`src/rtl/tsd_pkg.sv`:
```
package tsd_pkg;

  typedef enum logic [3:0] {
    CMD_NOP     = 4'd0,
    CMD_ACCESS  = 4'd1,
    CMD_TEST    = 4'd2,
    CMD_AVAIL   = 4'd3,
    CMD_ALLOC   = 4'd4,
    CMD_FREE    = 4'd5,
    CMD_PROBE   = 4'd6,
    CMD_SETPERM = 4'd7,
    CMD_TOUCH   = 4'd8
  } tsd_cmd_e;

  typedef enum logic [1:0] {
    PERM_NP  = 2'd0,
    PERM_INV = 2'd1,
    PERM_RO  = 2'd2,
    PERM_RW  = 2'd3
  } tsd_perm_e;

  typedef enum logic [1:0] {
    REQ_LOAD  = 2'd0,
    REQ_STORE = 2'd1,
    REQ_FETCH = 2'd2,
    REQ_OTHER = 2'd3
  } tsd_req_e;

endpackage

```
`src/rtl/tsd_way_match.sv`:
```
module tsd_way_match
  import tsd_pkg::*;
#(
  parameter int WAYS  = 4,
  parameter int TAG_W = 8,
  localparam int WAY_W = (WAYS > 1) ? $clog2(WAYS) : 1
) (
  input  logic [WAYS-1:0][TAG_W-1:0] tags_i,
  input  logic [WAYS-1:0][1:0]       perms_i,
  input  logic [TAG_W-1:0]           tag_i,
  output logic                       hit_o,
  output logic [WAY_W-1:0]           hit_way_o,
  output logic                       free_o,
  output logic [WAY_W-1:0]           free_way_o
);

  logic [WAYS-1:0] match_vec;
  logic [WAYS-1:0] empty_vec;

  for (genvar w = 0; w < WAYS; w++) begin : g_way
    assign empty_vec[w] = (perms_i[w] == PERM_NP);
    assign match_vec[w] = (tags_i[w] == tag_i) && !empty_vec[w];
  end

  // lowest index wins: scan downward so the last write is the lowest
  always_comb begin
    hit_o      = 1'b0;
    hit_way_o  = '0;
    free_o     = 1'b0;
    free_way_o = '0;
    for (int w = WAYS - 1; w >= 0; w--) begin
      if (match_vec[w]) begin
        hit_o     = 1'b1;
        hit_way_o = WAY_W'(w);
      end
      if (empty_vec[w]) begin
        free_o     = 1'b1;
        free_way_o = WAY_W'(w);
      end
    end
  end

endmodule

```
`src/rtl/tsd_repl_lru.sv`:
```
module tsd_repl_lru #(
  parameter int SETS = 4,
  parameter int WAYS = 4,
  localparam int SET_W = $clog2(SETS),
  localparam int WAY_W = $clog2(WAYS)
) (
  input  logic             clk,
  input  logic             rst_n,
  input  logic             touch_en_i,
  input  logic [SET_W-1:0] touch_set_i,
  input  logic [WAY_W-1:0] touch_way_i,
  input  logic [SET_W-1:0] query_set_i,
  output logic [WAY_W-1:0] victim_way_o
);

  // rank 0 = newest, WAYS-1 = oldest
  logic [SETS-1:0][WAYS-1:0][WAY_W-1:0] rank_q, rank_d;
  logic [WAYS-1:0] oldest_vec;

  always_comb begin
    rank_d = rank_q;
    if (touch_en_i) begin
      for (int w = 0; w < WAYS; w++) begin
        if (WAY_W'(w) == touch_way_i) begin
          rank_d[touch_set_i][w] = '0;
        end else if (rank_q[touch_set_i][w] < rank_q[touch_set_i][touch_way_i]) begin
          rank_d[touch_set_i][w] = rank_q[touch_set_i][w] + 1'b1;
        end
      end
    end
  end

  always_ff @(posedge clk or negedge rst_n) begin
    if (!rst_n) begin
      for (int s = 0; s < SETS; s++) begin
        for (int w = 0; w < WAYS; w++) begin
          rank_q[s][w] <= WAY_W'(w);
        end
      end
    end else if (touch_en_i) begin
      rank_q <= rank_d;
    end
  end

  for (genvar w = 0; w < WAYS; w++) begin : g_old
    assign oldest_vec[w] = (rank_q[query_set_i][w] == WAY_W'(WAYS - 1));
  end

  always_comb begin
    victim_way_o = '0;
    for (int w = 0; w < WAYS; w++) begin
      if (oldest_vec[w]) victim_way_o = WAY_W'(w);
    end
  end

  AST_LRU_ONE_OLDEST: assert property (@(posedge clk) disable iff (!rst_n)
    $countones(oldest_vec) == 1);
  AST_LRU_TOUCH_NEWEST: assert property (@(posedge clk) disable iff (!rst_n)
    touch_en_i |=> rank_q[$past(touch_set_i)][$past(touch_way_i)] == '0);

endmodule

```
`src/rtl/tsd_repl_plru.sv`:
```
module tsd_repl_plru #(
  parameter int SETS = 4,
  parameter int WAYS = 4,
  localparam int SET_W = $clog2(SETS),
  localparam int WAY_W = $clog2(WAYS),
  localparam int LVL   = WAY_W
) (
  input  logic             clk,
  input  logic             rst_n,
  input  logic             touch_en_i,
  input  logic [SET_W-1:0] touch_set_i,
  input  logic [WAY_W-1:0] touch_way_i,
  input  logic [SET_W-1:0] query_set_i,
  output logic [WAY_W-1:0] victim_way_o
);

  logic [SETS-1:0][WAYS-2:0] bits_q, bits_d;
  logic [WAY_W-1:0] t_node, v_node;
  logic             t_dir, v_dir;

  always_comb begin
    bits_d = bits_q;
    t_node = '0;
    t_dir  = 1'b0;
    if (touch_en_i) begin
      for (int l = 0; l < LVL; l++) begin
        t_dir = touch_way_i[LVL-1-l];
        bits_d[touch_set_i][t_node] = ~t_dir;
        t_node = (t_node << 1) + WAY_W'(1) + WAY_W'(t_dir);
      end
    end
  end

  always_comb begin
    victim_way_o = '0;
    v_node = '0;
    v_dir  = 1'b0;
    for (int l = 0; l < LVL; l++) begin
      v_dir = bits_q[query_set_i][v_node];
      victim_way_o[LVL-1-l] = v_dir;
      v_node = (v_node << 1) + WAY_W'(1) + WAY_W'(v_dir);
    end
  end

  always_ff @(posedge clk or negedge rst_n) begin
    if (!rst_n) begin
      bits_q <= '0;
    end else if (touch_en_i) begin
      bits_q <= bits_d;
    end
  end

  AST_PLRU_ROOT_AWAY: assert property (@(posedge clk) disable iff (!rst_n)
    touch_en_i |=> bits_q[$past(touch_set_i)][0] == ~$past(touch_way_i[WAY_W-1]));

endmodule

```
`src/rtl/perm_tag_store.sv`:
```
module perm_tag_store
  import tsd_pkg::*;
#(
  parameter int ADDR_W   = 12,
  parameter int OFF_W    = 2,
  parameter int LINES    = 16,
  parameter int WAYS     = 4,
  parameter bit USE_PLRU = 1'b0,
  localparam int SETS  = LINES / WAYS,
  localparam int IDX_W = $clog2(SETS),
  localparam int TAG_W = ADDR_W - OFF_W - IDX_W,
  localparam int WAY_W = $clog2(WAYS)
) (
  input  logic              clk,
  input  logic              rst_n,
  input  logic [3:0]        cmd_i,
  input  logic [1:0]        req_type_i,
  input  logic [ADDR_W-1:0] addr_i,
  input  logic [1:0]        perm_i,
  output logic              hit_o,
  output logic              ok_o,
  output logic              err_o,
  output logic [WAY_W-1:0]  way_o,
  output logic [1:0]        perm_o,
  output logic [ADDR_W-1:0] victim_o
);

  // reset: asserted asynchronously, released on the clock
  logic [1:0] rst_sync_q;
  logic       rst_int_n;

  always_ff @(posedge clk or negedge rst_n) begin
    if (!rst_n) rst_sync_q <= 2'b00;
    else        rst_sync_q <= {rst_sync_q[0], 1'b1};
  end
  assign rst_int_n = rst_sync_q[1];

  logic [SETS-1:0][WAYS-1:0][TAG_W-1:0] tag_q, tag_d;
  logic [SETS-1:0][WAYS-1:0][1:0]       perm_q, perm_d;

  logic [IDX_W-1:0] set_idx;
  logic [TAG_W-1:0] req_tag;
  logic             hit, free_any;
  logic [WAY_W-1:0] hit_way, free_way, victim_way;
  logic             touch_en, alloc_we, free_we, perm_we, state_we;
  logic [WAY_W-1:0] touch_way;
  tsd_cmd_e         cmd;

  assign cmd     = tsd_cmd_e'(cmd_i);
  assign set_idx = addr_i[OFF_W +: IDX_W];
  assign req_tag = addr_i[ADDR_W-1 -: TAG_W];

  tsd_way_match #(.WAYS(WAYS), .TAG_W(TAG_W)) u_match (
    .tags_i     (tag_q[set_idx]),
    .perms_i    (perm_q[set_idx]),
    .tag_i      (req_tag),
    .hit_o      (hit),
    .hit_way_o  (hit_way),
    .free_o     (free_any),
    .free_way_o (free_way)
  );

  if (USE_PLRU) begin : g_plru
    tsd_repl_plru #(.SETS(SETS), .WAYS(WAYS)) u_repl (
      .clk          (clk),
      .rst_n        (rst_int_n),
      .touch_en_i   (touch_en),
      .touch_set_i  (set_idx),
      .touch_way_i  (touch_way),
      .query_set_i  (set_idx),
      .victim_way_o (victim_way)
    );
  end else begin : g_lru
    tsd_repl_lru #(.SETS(SETS), .WAYS(WAYS)) u_repl (
      .clk          (clk),
      .rst_n        (rst_int_n),
      .touch_en_i   (touch_en),
      .touch_set_i  (set_idx),
      .touch_way_i  (touch_way),
      .query_set_i  (set_idx),
      .victim_way_o (victim_way)
    );
  end

  // command decode
  always_comb begin
    ok_o     = 1'b0;
    touch_en = 1'b0;
    alloc_we = 1'b0;
    free_we  = 1'b0;
    perm_we  = 1'b0;
    way_o    = hit_way;
    unique case (cmd)
      CMD_ACCESS: begin
        ok_o = hit && ((perm_q[set_idx][hit_way] == PERM_RW) ||
                       ((perm_q[set_idx][hit_way] == PERM_RO) &&
                        (req_type_i == REQ_LOAD || req_type_i == REQ_FETCH)));
        touch_en = hit;
      end
      CMD_TEST: begin
        ok_o     = hit;
        touch_en = hit;
      end
      CMD_AVAIL: ok_o = hit || free_any;
      CMD_ALLOC: begin
        ok_o     = !hit && free_any;
        alloc_we = ok_o;
        touch_en = ok_o;
        way_o    = free_way;
      end
      CMD_FREE: begin
        ok_o    = hit;
        free_we = hit;
      end
      CMD_PROBE: begin
        ok_o  = !free_any;
        way_o = victim_way;
      end
      CMD_SETPERM: begin
        ok_o    = hit;
        perm_we = hit;
      end
      CMD_TOUCH: begin
        ok_o     = hit;
        touch_en = hit;
      end
      default: ok_o = 1'b0;
    endcase
  end

  assign touch_way = (cmd == CMD_ALLOC) ? free_way : hit_way;
  assign err_o     = (cmd == CMD_ALLOC) && !ok_o;
  assign hit_o     = hit;
  assign perm_o    = hit ? perm_q[set_idx][hit_way] : PERM_NP;
  assign victim_o  = {tag_q[set_idx][victim_way], set_idx, {OFF_W{1'b0}}};
  assign state_we  = alloc_we || free_we || perm_we;

  // next state of the directory arrays
  always_comb begin
    tag_d  = tag_q;
    perm_d = perm_q;
    if (alloc_we) begin
      tag_d[set_idx][free_way]  = req_tag;
      perm_d[set_idx][free_way] = PERM_INV;
    end
    if (free_we) perm_d[set_idx][hit_way] = PERM_NP;
    if (perm_we) perm_d[set_idx][hit_way] = perm_i;
  end

  always_ff @(posedge clk or negedge rst_int_n) begin
    if (!rst_int_n) begin
      tag_q  <= '0;
      perm_q <= '0;
    end else if (state_we) begin
      tag_q  <= tag_d;
      perm_q <= perm_d;
    end
  end

  AST_ALLOC_FILLS: assert property (@(posedge clk) disable iff (!rst_int_n)
    (cmd_i == CMD_ALLOC && ok_o) |=>
      (tag_q[$past(set_idx)][$past(free_way)] == $past(req_tag)) &&
      (perm_q[$past(set_idx)][$past(free_way)] == PERM_INV));
  AST_ALLOC_ERR_HOLD: assert property (@(posedge clk) disable iff (!rst_int_n)
    err_o |=> $stable(perm_q) && $stable(tag_q));
  AST_FREE_DROPS: assert property (@(posedge clk) disable iff (!rst_int_n)
    (cmd_i == CMD_FREE && hit_o) |=> perm_q[$past(set_idx)][$past(hit_way)] == PERM_NP);
  AST_GRANT_PERM: assert property (@(posedge clk) disable iff (!rst_int_n)
    (cmd_i == CMD_ACCESS && ok_o) |-> (perm_o == PERM_RW || perm_o == PERM_RO));
  AST_HIT_LIVE: assert property (@(posedge clk) disable iff (!rst_int_n)
    hit_o |-> perm_o != PERM_NP);

endmodule

```
`config.mk`:
```
export PLATFORM = sky130hd
export DESIGN_NAME = perm_tag_store
export DESIGN_NICKNAME = d
export VERILOG_FILES = /design/src/rtl/tsd_pkg.sv /design/src/rtl/tsd_way_match.sv /design/src/rtl/tsd_repl_lru.sv /design/src/rtl/tsd_repl_plru.sv /design/src/rtl/perm_tag_store.sv
export SDC_FILE = /design/constraint.sdc
export NUM_CORES = 1
export LEC_CHECK = 0
export ABC_CLOCK_PERIOD_IN_PS = 5500
export BUFFER_PORTS_ARGS = -buffer_cell sky130_fd_sc_hd__buf_2
export CORE_ASPECT_RATIO = 1.75
export CORE_MARGIN = 2
export CORE_UTILIZATION = 40
export CTS_BUF_LIST = sky130_fd_sc_hd__clkbuf_16
export DETAILED_ROUTE_END_ITERATION = 16
export PLACE_DENSITY = 0.6
export SLEW_MARGIN = 20
export SYNTH_ARGS = -nofsm -noshare
export SYNTH_HDL_FRONTEND = slang
export SYNTH_SLANG_ARGS = --single-unit
```
`constraint.sdc`:
```
create_clock -name clk -period 5.5 [get_ports clk]
set_input_delay 0.825 -clock clk [delete_from_list [all_inputs] [get_ports clk]]
set_output_delay 0.825 -clock clk [all_outputs]
set_load 0.02 [all_outputs]
```
== Word level (Yosys, flattened, before mapping) ==
Cells that the tools add are included.

* Add/sub/neg operators: 4
* Divide/modulo/power cells: 0
* Bitwise operators: 13
* Equality and inequality tests: 21
* $lt $le $gt $ge: 12
* Mux-type cells: 79
* Shift-type cells: 0
* Reductions and logical operators: 32
* $mul: 0

{| class="wikitable"
|+ Operator list
! cell !! number
|-
| 32-bit 2-to-1 mux || 16
|-
| 32-bit AND || 5
|-
| 32-bit bitwise mux || 5
|-
| 32-bit inverter || 5
|-
| 128-bit bitwise mux || 1
|-
| 8-bit demux with 2-bit select || 7
|-
| 32-bit binary-select mux with 2-bit select || 1
|-
| 32-bit demux with 2-bit select || 1
|-
| 8-bit 2-to-1 mux || 7
|-
| 8-bit binary-select mux with 2-bit select || 3
|-
| 2-bit 2-to-1 mux || 17
|-
| 8-bit == test || 4
|-
| 16-bit AND || 1
|-
| 4-bit by 3-bit == test with 1-bit output, second input constant || 4
|-
| 16-bit inverter || 1
|-
| 16-bit OR || 1
|-
| 2-bit by 3-bit less-than comparator with 1-bit output, second input constant || 5
|-
| 2-bit == test, second input constant || 6
|-
| 2-bit logical NOT || 6
|-
| 1-bit 2-to-1 mux || 12
|-
| 1-bit logical AND || 11
|-
| 2-bit by 1-bit adder with 2-bit output, second input constant || 4
|-
| 2-bit binary-select mux with 2-bit select || 2
|-
| 2-bit demux with 2-bit select || 2
|-
| other kinds (17) || 34
|}

* Logic and storage cells: 210
* Flip-flop bits (word level): 194
* Memories kept: 0
* Input bits: 22
* Memory bits (read-only): 0
* RAM bits: 0
* Latch bits: 0
* Output and inout port bits: 19

== Logic depth before layout (Yosys ltp) ==
* Word-level depth: 27
* Mapped depth: 19
* Depth with buffers taken out: 15

== By module ==
A second synthesis with hierarchy kept.

* Cells, all modules: 876
* Area, all modules: 11090.6 µm²

{| class="wikitable"
|+ Modules (own cells, without submodules)
! module !! times used !! cells each !! sequential area each (µm²) !! area each (µm²)
|-
| perm_tag_store || 1 || 549 || 4053.9 || 8046.5
|-
| tsd_repl_lru || 1 || 261 || 820.8 || 2558.7
|-
| tsd_way_match || 1 || 66 || 0.0 || 485.5
|}

== Worst setup path before layout ==
Ideal clock, no wire load.

* Path type: input to output
* From: in addr_i[2]
* To: out ok_o
* Cell stages on the path: 13
* Path buffers: 4
* Slack: 0.702 ns
* Arrival: 3.973 ns
* Data required time: 4.675 ns
* Cell sequence: buf_6 buf_6 buf_6 mux4_2 xnor2_2 nand4_1 nor4_2 a21oi_2 or2_2 clkbuf_1 mux2i_1 o32ai_1 a31o_2

* Word-level cells in the longest chain between the ends: 16
* Elaborated cells between the ends (all ways): 44
* Classes of those cells: eq/ne: 6; mux: 19; reduce/logical: 19

{| class="wikitable"
|+ RTL lines
! item !! RTL line !! RTL
|-
| from (decl) || perm_tag_store.sv:18 || <nowiki>input logic [ADDR_W-1:0] addr_i,</nowiki>
|-
| branches (longest 15 deep; another with 32-bit binary-select mux with 2-bit select) || n/a ||
|-
| 1-bit case mux with 5 select lines * || perm_tag_store.sv:93 || <nowiki>unique case (cmd)</nowiki>
|-
| to (decl) || perm_tag_store.sv:21 || <nowiki>output logic ok_o,</nowiki>
|}

Mark *: on every way between the ends. The select of a mux whose other input is x is not followed.

== Worst setup path in the final report ==
Ends and elaborated chain as after synthesis.

==> flow_metrics.tcl <==
set metrics [dict create \
    post_route_setup_tns_ps 0 \
    dpl_worst_slack_ps 448.7 \
    powerDensity_mw_per_mm2 341.6 \
    postCtsHoldBufs 0 \
    die_w_um 126.2 \
    finalWirelength_um 27260 \
    diodes 0 \
    overall_track_demand_over_capacity_in_global_routing_pct 20.88 \
    synthDistinctLibCells 66 \
    floorplan.initialDensity_pct 40.54 \
    drv_slew 0 \
    synth_top_family_by_area "multiplexers" \
    final_weighted_congestion_in_routability_driven_placement 0.9158 \
    floorplan.die_area_sq_mm 0.02748 \
    power.static_leakage_nw 5.259 \
    clock_tree.htree_level_count 4 \
    timing.final.setup_violations 0 \
    synth_adder_area_share_pct 0.8384 \
    final-hold-violation-count 0 \
    wl_per_cell_um 22.53 \
    postCtsResizedCells 0 \
    worst_setup_path_end_kind "output port" \
    port_buffers 35 \
    mappedNetlistArea_sq_mm 0.01045 \
    flow.area_growth_from_synthesis_pct 11.62 \
    min_period_ps 4897 \
    grt_pass1_wl_um 43140 \
    dieHeight_um 217.8 \
    insertion_delay_ps 460 \
    grt_max_degree 154 \
    ctsLongestPathBuffers 2 \
    ys.flop_type "sky130_fd_sc_hd__dfrtp_1" \
    syn-instance-count 847 \
    setup_slack_ps 603.0 \
    synth-compound-area-share_pct 8.624 \
    required_ps 4680 \
    mostFrequentLayoutCell "sky130_fd_sc_hd__dfrtp_1" \
    tritoncts "built" \
    cts.repair_timing.setup_buffer_count 0 \
    worstMarginPinSlew_ps 864.7 \
    critPathLaunchType "primary input" \
    timing.slew.headroom_pct 42.35 \
    reg2reg_slack_ps 1190 \
    first_global_vias 7628 \
    critPathArrivalTime_ps 4070 \
    synth_mux_area_share_pct 28.69 \
    cts_num_sinks 194 \
    synth.ff_latch_count 194 \
    syn-mean-instance-area_sq_um 12.33 \
    numCtsBuffers 17 \
    cts_root_buffer "sky130_fd_sc_hd__clkbuf_16" \
    synth_enable_flop_cells 0 \
    min_period_over_period_pct 89.04 \
    highest_clock_frequency_the_design_can_meet_mhz 204.2 \
    drtAntennaViolNets 0 \
    layout-drive-gt1-share_pct 37.75 \
    outcome "complete, no violations" \
    core_area_sq_mm 0.02576 \
    synth_async_sr_flop_share_pct 100.0 \
    drt_pass1_iterations 5 \
    maxCapViolations 0 \
    yosysSeqAreaShare_pct 46.66 \
    hp-class "in2async" \
    via_count_of_the_routed_design 7064 \
    critical_path_class "in2out" \
    layout.cells.most_common_list "sky130_fd_sc_hd__dfrtp_1, sky130_fd_sc_hd__mux2_2, sky130_fd_sc_hd__nand2_1, sky130_fd_sc_hd__mux4_2, sky130_fd_sc_hd__nor2_1" \
    overall_overflow_remaining_after_global_route 0 \
    yosysWarningCount 0 \
    critical_path.max_fanout 14 \
    first_iter_violations 465 \
    clkTransAtPathRegs_ps 70 \
    post_layout_nets 906 \
    peakVddDrop_mv 0.2180 \
    rows 78 \
    dp.final_hpwl_um 19990 \
    antenna_found_initial 0 \
    worst_clock_skew_ps 7.643 \
    synthXorXnorAreaFrac_pct 2.839 \
    setup_repair_after_global_routing_missed_its_margin "false" \
    route.detailed.vias_per_inst 5.838 \
    pin_count 41 \
    synthSimpleGateAreaFrac_pct 9.115 \
    post-route-drc-count 0 \
]
metrics by stage:
step / std cells / instance area [sq um] / util [%] / hold slack (ps) / total power [mW]
6_report: 1210 / 11660 / 45.26 / 136.1 / 3.983
5_1_grt: 1210 / 11660 / 45.26 / 126.8 / 4.173
4_1_cts: 1210 / 11660 / 45.26 / 123.0 / 4.009
3_5_place_dp: 1178 / 11030 / 42.81 / 334.8 / 2.663
3_3_place_gp: 1178 / 11030 / 42.81 / 329.6 / 2.638
2_1_floorplan: 848 / 10450 / - / 331.1 / 2.394
synth_stat cells (all sizes together), types with 17 or more instances:
master     n  area share, %
a21oi     42            2.1
buf       21            1.4
clkbuf    32            1.2
dfrtp    178             43
inv       18           0.65
mux2     151             16
mux2i     17            1.6
mux4      50             11
nand2     54            1.9
nor2      50            1.8
o21ai     24            1.1
o2bb2ai   17            1.4
xnor2     31            2.7
report_power, final:
part / internal (mW) / switching [mW] / total (mW)
logic: 0.397 / 0.518 / 0.916
registers: 1.62 / 0.101 / 1.72
clock network: 0.767 / 0.581 / 1.35
final cells by class:
class	count	area, sq um
multi-input cells	583	5245
clock buffers	17	425.4
inverters	18	67.56
flip-flops and latches	194	4878
well taps	320	400.4
fillers	2411	14100
clock inverters	15	205.2
repair buffers	63	437.9
metal layers:
metal  track usage [%]  share of wire (%)  up-vias
li1                  -                  -     3192
met1             21.63                 36     3640
met2             39.39                 56      158
met3             3.386                3.1       74
met4             11.61                4.8        0
met5                 0                  0        -
worst max-delay path, stage by stage:
cell and delay [ps]:
sky130_fd_sc_hd__buf_4 170, sky130_fd_sc_hd__buf_12 190, sky130_fd_sc_hd__mux4_2 580, sky130_fd_sc_hd__xnor2_1 160, sky130_fd_sc_hd__nand4_1 210, sky130_fd_sc_hd__or4_4 590, sky130_fd_sc_hd__a21oi_2 210, sky130_fd_sc_hd__or2_2 210
sky130_fd_sc_hd__mux2i_1 90, sky130_fd_sc_hd__o32ai_1 430, sky130_fd_sc_hd__a31o_2 240, sky130_fd_sc_hd__buf_2 160
cells by family (layout without fill, tap and decap cells):
logic type	count (synthesis)	after routing
DFF	194	194
buffers and inverters	71	113
other	2	3
muxes	218	218
AOI/OAI and AO/OA	133	133
adders and majority gates	7	7
and+or+nand+nor	189	189
xor gates and xnor gates	33	33
final timing paths:
check | startpoint | endpoint | cells after the start
max in group asynchronous | rst_sync_q[1]$_DFF_PN0_ | g_lru.u_repl.rank_q[12]$_DFFE_PN0P_ | 1
setup / recovery | addr_i[2] | ok_o | 12
hold reg to reg | rst_sync_q[1]$_DFF_PN0_ | tag_q[68]$_DFFE_PN0P_ | 0
hold / removal | rst_n | rst_sync_q[1]$_DFF_PN0_ | 1
setup reg to reg | tag_q[80]$_DFFE_PN0P_ | g_lru.u_repl.rank_q[2]$_DFFE_PN1P_ | 15
min in group clk | rst_sync_q[0]$_DFF_PN0_ | rst_sync_q[1]$_DFF_PN0_ | 0
flip-flops by register name (all words and copies together) (netlist names):
register	flops
tag_q	128
g_lru.u_repl.rank_q	32
perm_q	32
rst_sync_q	2
No activity file was read; power rests on OpenSTA's default activity.
